<file path="src/rtl/pexpr_pkg.sv">
package pexpr_pkg;
  localparam int N_ITER = 3;

  typedef enum int {
    ITER_K = 0,
    ITER_J = 1,
    ITER_I = 2
  } iter_e;

  // floor-style modulo, result in [0, d-1]
  function automatic int mod_floor(int a, int d);
    int r;
    r = a % d;
    return (r < 0) ? r + d : r;
  endfunction
endpackage

</file>
<file path="src/rtl/pexpr_lin_acc.sv">
module pexpr_lin_acc #(
  parameter int W    = 16,
  parameter int COEF = 1,
  parameter int INIT = 0
) (
  input  logic                clk_i,
  input  logic                rst_ni,
  input  logic                ld_i,
  input  logic                add_i,
  output logic signed [W-1:0] nxt_o,
  output logic signed [W-1:0] q_o
);
  localparam logic signed [W-1:0] COEF_V = W'(COEF);
  localparam logic signed [W-1:0] INIT_V = W'(INIT);

  always_comb begin
    nxt_o = q_o;
    if (ld_i)       nxt_o = INIT_V;
    else if (add_i) nxt_o = q_o + COEF_V;
  end

  always_ff @(posedge clk_i or negedge rst_ni) begin
    if (!rst_ni) q_o <= INIT_V;
    else         q_o <= nxt_o;
  end

  assert_acc_reload_R4: assert property (@(posedge clk_i) disable iff (!rst_ni)
    ld_i |=> q_o == INIT_V);
  assert_acc_step_R5: assert property (@(posedge clk_i) disable iff (!rst_ni)
    (add_i && !ld_i) |=> q_o == $past(q_o) + COEF_V);
endmodule

</file>
<file path="src/rtl/pexpr_mod_ctr.sv">
module pexpr_mod_ctr #(
  parameter int D    = 3,
  parameter int STEP = 1,
  parameter int INIT = 0,
  parameter int CW   = $clog2(D) + 2
) (
  input  logic                 clk_i,
  input  logic                 rst_ni,
  input  logic                 ld_i,
  input  logic                 step_i,
  output logic signed [CW-1:0] nxt_o,
  output logic signed [CW-1:0] q_o,
  output logic                 wrap_o
);
  localparam logic signed [CW-1:0] D_V    = CW'(D);
  localparam logic signed [CW-1:0] STEP_V = CW'(STEP % D);
  localparam logic signed [CW-1:0] INIT_V = CW'(INIT);

  logic signed [CW-1:0] sum;

  always_comb begin
    sum    = q_o + STEP_V;
    nxt_o  = q_o;
    wrap_o = 1'b0;
    if (ld_i) begin
      nxt_o = INIT_V;
    end else if (step_i) begin
      if (sum >= D_V) begin
        nxt_o  = sum - D_V;
        wrap_o = 1'b1;
      end else if (sum[CW-1]) begin
        nxt_o  = sum + D_V;
        wrap_o = 1'b1;
      end else begin
        nxt_o = sum;
      end
    end
  end

  always_ff @(posedge clk_i or negedge rst_ni) begin
    if (!rst_ni) q_o <= INIT_V;
    else         q_o <= nxt_o;
  end

  assert_mod_range_R7: assert property (@(posedge clk_i) disable iff (!rst_ni)
    !q_o[CW-1] && (q_o < D_V));
  assert_mod_reload_R4: assert property (@(posedge clk_i) disable iff (!rst_ni)
    ld_i |=> q_o == INIT_V);
endmodule

</file>
<file path="src/rtl/pexpr_eval.sv">
module pexpr_eval
  import pexpr_pkg::*;
#(
  parameter int OUT_W = 16,
  parameter int I_LO  = 2,
  parameter int J_LO  = 0,
  parameter int K_LO  = 1,
  parameter int C_I   = 81,
  parameter int C_J   = 15,
  parameter int D1    = 5,
  parameter int C_K   = 5,
  parameter int D2    = 3,
  parameter int C0    = -78
) (
  input  logic                    clk_i,
  input  logic                    rst_ni,
  input  logic                    adv_i,
  input  logic [N_ITER-1:0]       inc_i,
  input  logic [N_ITER-1:0]       wrap_i,
  output logic signed [OUT_W-1:0] val_o,
  output logic                    valid_o
);
  localparam int JW = $clog2(D1) + 2;
  localparam int KW = $clog2(D2) + 2;
  // lower-bound reload values, elaboration-time constants
  localparam int ACC_I0 = C_I * I_LO;
  localparam int DIVJ0  = C_J * (J_LO / D1);
  localparam int MODJ0  = mod_floor(J_LO, D1);
  localparam int MODK0  = mod_floor(C_K * K_LO, D2);

  logic [N_ITER-1:0] ld, step;
  assign ld   = {N_ITER{adv_i}} & wrap_i;
  assign step = {N_ITER{adv_i}} & inc_i & ~wrap_i;

  logic signed [OUT_W-1:0] acc_i_nxt, acc_i_q;
  logic signed [OUT_W-1:0] divj_nxt, divj_q;
  logic signed [JW-1:0]    modj_nxt, modj_q;
  logic signed [KW-1:0]    modk_nxt, modk_q;
  logic                    modj_wrap, modk_wrap;

  pexpr_lin_acc #(.W(OUT_W), .COEF(C_I), .INIT(ACC_I0)) u_acc_i (
    .clk_i, .rst_ni, .ld_i(ld[ITER_I]), .add_i(step[ITER_I]),
    .nxt_o(acc_i_nxt), .q_o(acc_i_q));

  // residue of j; a wrap means j crossed a multiple of D1
  pexpr_mod_ctr #(.D(D1), .STEP(1), .INIT(MODJ0), .CW(JW)) u_mod_j (
    .clk_i, .rst_ni, .ld_i(ld[ITER_J]), .step_i(step[ITER_J]),
    .nxt_o(modj_nxt), .q_o(modj_q), .wrap_o(modj_wrap));

  // C_J*DIV(j,D1) = (C_J/D1)*(j - MOD(j,D1)): moves by C_J only on residue wrap
  pexpr_lin_acc #(.W(OUT_W), .COEF(C_J), .INIT(DIVJ0)) u_div_j (
    .clk_i, .rst_ni, .ld_i(ld[ITER_J]), .add_i(step[ITER_J] & modj_wrap),
    .nxt_o(divj_nxt), .q_o(divj_q));

  pexpr_mod_ctr #(.D(D2), .STEP(C_K), .INIT(MODK0), .CW(KW)) u_mod_k (
    .clk_i, .rst_ni, .ld_i(ld[ITER_K]), .step_i(step[ITER_K]),
    .nxt_o(modk_nxt), .q_o(modk_q), .wrap_o(modk_wrap));

  logic signed [OUT_W-1:0] val_d;
  always_comb begin
    val_d = acc_i_nxt + divj_nxt + {{(OUT_W-KW){modk_nxt[KW-1]}}, modk_nxt}
          + OUT_W'(C0);
  end

  always_ff @(posedge clk_i or negedge rst_ni) begin
    if (!rst_ni) begin
      val_o   <= '0;
      valid_o <= 1'b0;
    end else begin
      valid_o <= adv_i;
      if (adv_i) val_o <= val_d;
    end
  end

  assert_hold_R6: assert property (@(posedge clk_i) disable iff (!rst_ni)
    !adv_i |=> (!valid_o && $stable(val_o) && $stable(acc_i_q) && $stable(divj_q)
                && $stable(modj_q) && $stable(modk_q)));
  assert_div_on_wrap_R3: assert property (@(posedge clk_i) disable iff (!rst_ni)
    (step[ITER_J] && !modj_wrap) |=> $stable(divj_q));
  assert_modk_quiet_R7: assert property (@(posedge clk_i) disable iff (!rst_ni)
    !step[ITER_K] |-> !modk_wrap);
endmodule

</file>
<file path="config.mk">
export PLATFORM = sky130hd
export DESIGN_NAME = pexpr_eval
export DESIGN_NICKNAME = d
export VERILOG_FILES = /design/src/rtl/pexpr_pkg.sv /design/src/rtl/pexpr_lin_acc.sv /design/src/rtl/pexpr_mod_ctr.sv /design/src/rtl/pexpr_eval.sv
export SDC_FILE = /design/constraint.sdc
export NUM_CORES = 1
export LEC_CHECK = 0
export BUFFER_PORTS_ARGS = -buffer_cell sky130_fd_sc_hd__buf_4
export CAP_MARGIN = 20
export CORE_ASPECT_RATIO = 0.75
export CORE_MARGIN = 3
export CORE_UTILIZATION = 54
export CTS_CLUSTER_SIZE = 25
export DETAILED_ROUTE_END_ITERATION = 10
export HOLD_SLACK_MARGIN = 0.03
export PLACE_DENSITY = 0.72
export SYNTH_ARGS = -nofsm -noshare
export SYNTH_HDL_FRONTEND = slang
export SYNTH_SLANG_ARGS = --single-unit
export TNS_END_PERCENT = 5
</file>
<file path="constraint.sdc">
create_clock -name clk_i -period 8.5 [get_ports clk_i]
set_clock_uncertainty 0.05 [all_clocks]
set_input_delay 1.7 -clock clk_i [delete_from_list [all_inputs] [get_ports clk_i]]
set_output_delay 1.7 -clock clk_i [all_outputs]
set_load 0.05 [all_outputs]
</file>
==> flow_summary_export.csv <==
group,metric,value,unit
status,status,"finished clean",
detailed_routing,first_iter_violations,155,
global_routing,overflow,0,
floorplanning,die_x,111,µm
global_routing,groute.usage.overall,0.209,
global_routing,first_global_vias,3284,
final_layout,final_cell_mix,"inv_1, dfrtp_1, ha_1",
worst_setup_path,r2r_start,"u_mod_j.q_o[0]$_DFFE_PN0P_",
global_routing,antenna_found_initial,0,
detailed_routing,ant_nets,0,
detailed_routing,vias,3216,
floorplanning,design.die.area,0.00933,mm²
clock_network,clk_path_buf_depth,2,
sta,max_clock_freq,171,MHz
place,postPlaceCellArea,0.00468,mm²
worst_setup_path,rr_worst_depth,22,
detailed_routing,vias_per_cell,5.30,
synthesis,synth_edf_count,0,
worst_setup_path,path_class,"input port to flip-flop",
worst_setup_path,rrSetupSlack,3.14,ns
worst_setup_path,crit_fanout,31,
synthesis,synth_cell_types,64,
global_routing,grt_pass1_wl,15800,µm
sta,period_share,0.689,
job,cap_violations,0,
worst_setup_path,critPathLaunchType,"input port",
global_routing,grt_max_degree,59,
final_layout,antenna_cells,0,
clock_network,htreeDepth,3,
worst_setup_path,max_stage_delay,0.56,ns
synthesis,synth-main-ff-cell,"dfrtp_1",
place,dp_hpwl,6690,µm
floorplanning,num_io_pins,26,
floorplanning,core_area,0.00763,mm²
sta,slew_viol_final,0,
floorplanning,rows,27,
power_and_ir_drop,p_total,1.61,mW
final_layout,areaGrowthSynthToFinish,10.6,%
final_layout,drive_above_1_share,0.166,
detailed_routing,drc,0,
sta,finalSetupTns,0,ns
final_layout,fin_nets,564,
sta,tightest_slew,0.752,ns
clock_network,cts_sinks,58,
floorplanning,initial_core_util,0.579,
worst_setup_path,cp.required,8.73,ns
clock_network,holdBufCountCts,0,
synthesis,yosys_register_bits,58,
min_path,hold_path_depth,2,
worst_setup_path,arrival,6.09,ns
sta,finalHoldViolCount,0,
worst_setup_path,slowest_stage,"fa_1",
detailed_routing,wire_per_inst,14.9,µm
clock_network,cts.repair.resized,0,
min_path,hold_path_end,"val_o[12]$_DFFE_PN0P_",
worst_setup_path,worstPathCellList,"buf_4 > clkinv_1 > nor3_1 > a21oi_1 > a2bb2oi_1 > fa_1 > inv_1 > ha_1 > ha_1 > inv_1 > fa_1 > nor2b_1 > o21ai_0 > a21boi_0 > o21ai_0 > a21oi_1 > a211oi_1 > or4_1 > nand3_1",
clock_network,cts_setup_buffers,0,
sta,layout_min_cycle_time,5.86,ns
synthesis,syn_area,0.00442,mm²
power_and_ir_drop,power.density,329,mW/mm²
clock_network,clkTransAtPathRegs,0.06,ns
place,gp_congestion,0.847,
synthesis,synthCells,475,
clock_network,root_buffer,"clkbuf_8",
synthesis,yosysSeqAreaShare,0.329,
power_and_ir_drop,leakage,2.40,nW
place,io_buffers,25,
sta,finalSetupViolCount,0,
clock_network,tritoncts,"built",
power_and_ir_drop,vdd_ir_drop_max,0.000267,V
clock_network,numCtsBuffers,9,
final_layout,design_area,0.00489,mm²
detailed_routing,routed_wl,9070,µm
synthesis,syn_nets,538,
clock_network,clk_latency,0.35,ns
sta,rsz0062_at_grt,"false",
min_path,hp-start,"val_o[12]$_DFFE_PN0P_",
sta,max-slew-margin-rel,0.498,
final_layout,final_common_cell,"inv_1",
floorplanning,die_y,84.4,µm
worst_setup_path,cp-end-kind,"flip-flop",
synthesis,yosysWarnings,0,
synthesis,async_flop_share,1.00,
detailed_routing,dr.pass1.iters,4,
synthesis,syn_area_per_cell,9.31,µm²
worst_setup_path,reg2reg_to,"val_o[14]$_DFFE_PN0P_",
sta,hold_slack,0.447,ns
min_path,worstHoldPathType,"flip-flop to flip-flop",
## where the power goes
part	leakage (nW)	internal [mW]	total [mW]	switching [mW]
registers	0.746	0.355	0.433	0.0774
logic	1.55	0.380	0.917	0.537
clock network	0.101	0.151	0.259	0.108
## cell families (layout without fill, tap and decap cells)
kind of cell,Yosys count,in the layout,share of synthesized area
AO/OA/AOI/OAI,74,74,0.114
XOR/XNOR,53,53,0.108
adder cells (fa/ha/maj),54,54,0.180
buffers and inverters,83,114,0.0732
flip-flops,58,58,0.329
multiplexers,11,11,0.0286
AND/OR/NAND/NOR,142,142,0.167
## per-stage QoR
stage,instances,worst slack (ns),utilization
after CTS,606,2.63,0.639
final,607,2.64,0.641
after detailed placement,590,2.26,0.614
after global placement,590,2.38,0.614
after floorplan,475,2.94,-
after global routing,607,2.08,0.641
## critical path, delay by kind of cell
family / cells / cell delay [ns]
buffers and inverters: 4 / 0.95
adders and majority gates: 4 / 1.38
and+or+nand+nor: 4 / 1.00
AOI/OAI and AO/OA: 7 / 1.04
## state kept, by name, indices dropped and copies added (netlist names)
register	cells
valid_o	1
val_o	16
u_mod_j.q_o	5
u_mod_k.q_o	4
u_acc_i.q_o	16
u_div_j.q_o	16
## Yosys cell counts, types with 3 or more instances
cell / n / area, µm²
buf_4: 3 / 22.5
o22a_1: 4 / 35.0
a21o_1: 5 / 37.5
a31oi_1: 4 / 25.0
or2_2: 21 / 131
nand2b_1: 4 / 25.0
mux2_2: 9 / 101
a21oi_1: 17 / 85.1
nand4_1: 7 / 43.8
dfstp_2: 4 / 105
nand2_1: 30 / 113
inv_1: 71 / 267
a211oi_1: 3 / 22.5
nor2_1: 34 / 128
xor2_1: 22 / 193
o211ai_1: 3 / 22.5
nand3_1: 11 / 55.1
xnor2_1: 29 / 254
o22ai_1: 3 / 18.8
or2_1: 5 / 31.3
dfrtp_1: 54 / 1350
nor3_1: 7 / 35.0
nor2b_1: 6 / 37.5
fa_1: 16 / 320
ha_1: 38 / 475
o21ai_0: 14 / 70.1
clkbuf_1: 5 / 18.8
## worst max path at each step
stage          startpoint                     to  slack (ns)  cells past startpoint
3_5_place_dp        adv_i  val_o[14]$_DFFE_PN0P_        2.26                     19
3_3_place_gp        adv_i  val_o[14]$_DFFE_PN0P_        2.38                     19
5_1_grt             adv_i  val_o[14]$_DFFE_PN0P_        2.08                     19
4_1_cts             adv_i  val_o[14]$_DFFE_PN0P_        2.63                     19
6_report            adv_i  val_o[14]$_DFFE_PN0P_        2.64                     19
2_1_floorplan       adv_i  val_o[14]$_DFFE_PN0P_        2.94                     20
## final cells by class
class | count | area (µm²)
inverter | 72 | 270
clock buffer | 14 | 163
multi-input combinational | 334 | 2640
timing repair buffer | 26 | 199
sequential | 58 | 1460
clock inverter | 2 | 35.0
fill | 649 | 2740
tap | 101 | 126
## metal layers
| metal | routed length [µm] | vias up | GRT usage |
|---|---|---|---|
| met5 | 0 | - | 0 |
| met3 | 316 | 15 | 0.0540 |
| met4 | 126 | 0 | 0.0626 |
| li1 | - | 1622 | - |
| met1 | 4530 | 1535 | 0.300 |
| met2 | 4090 | 44 | 0.311 |
No activity file was read; power rests on OpenSTA's default activity.
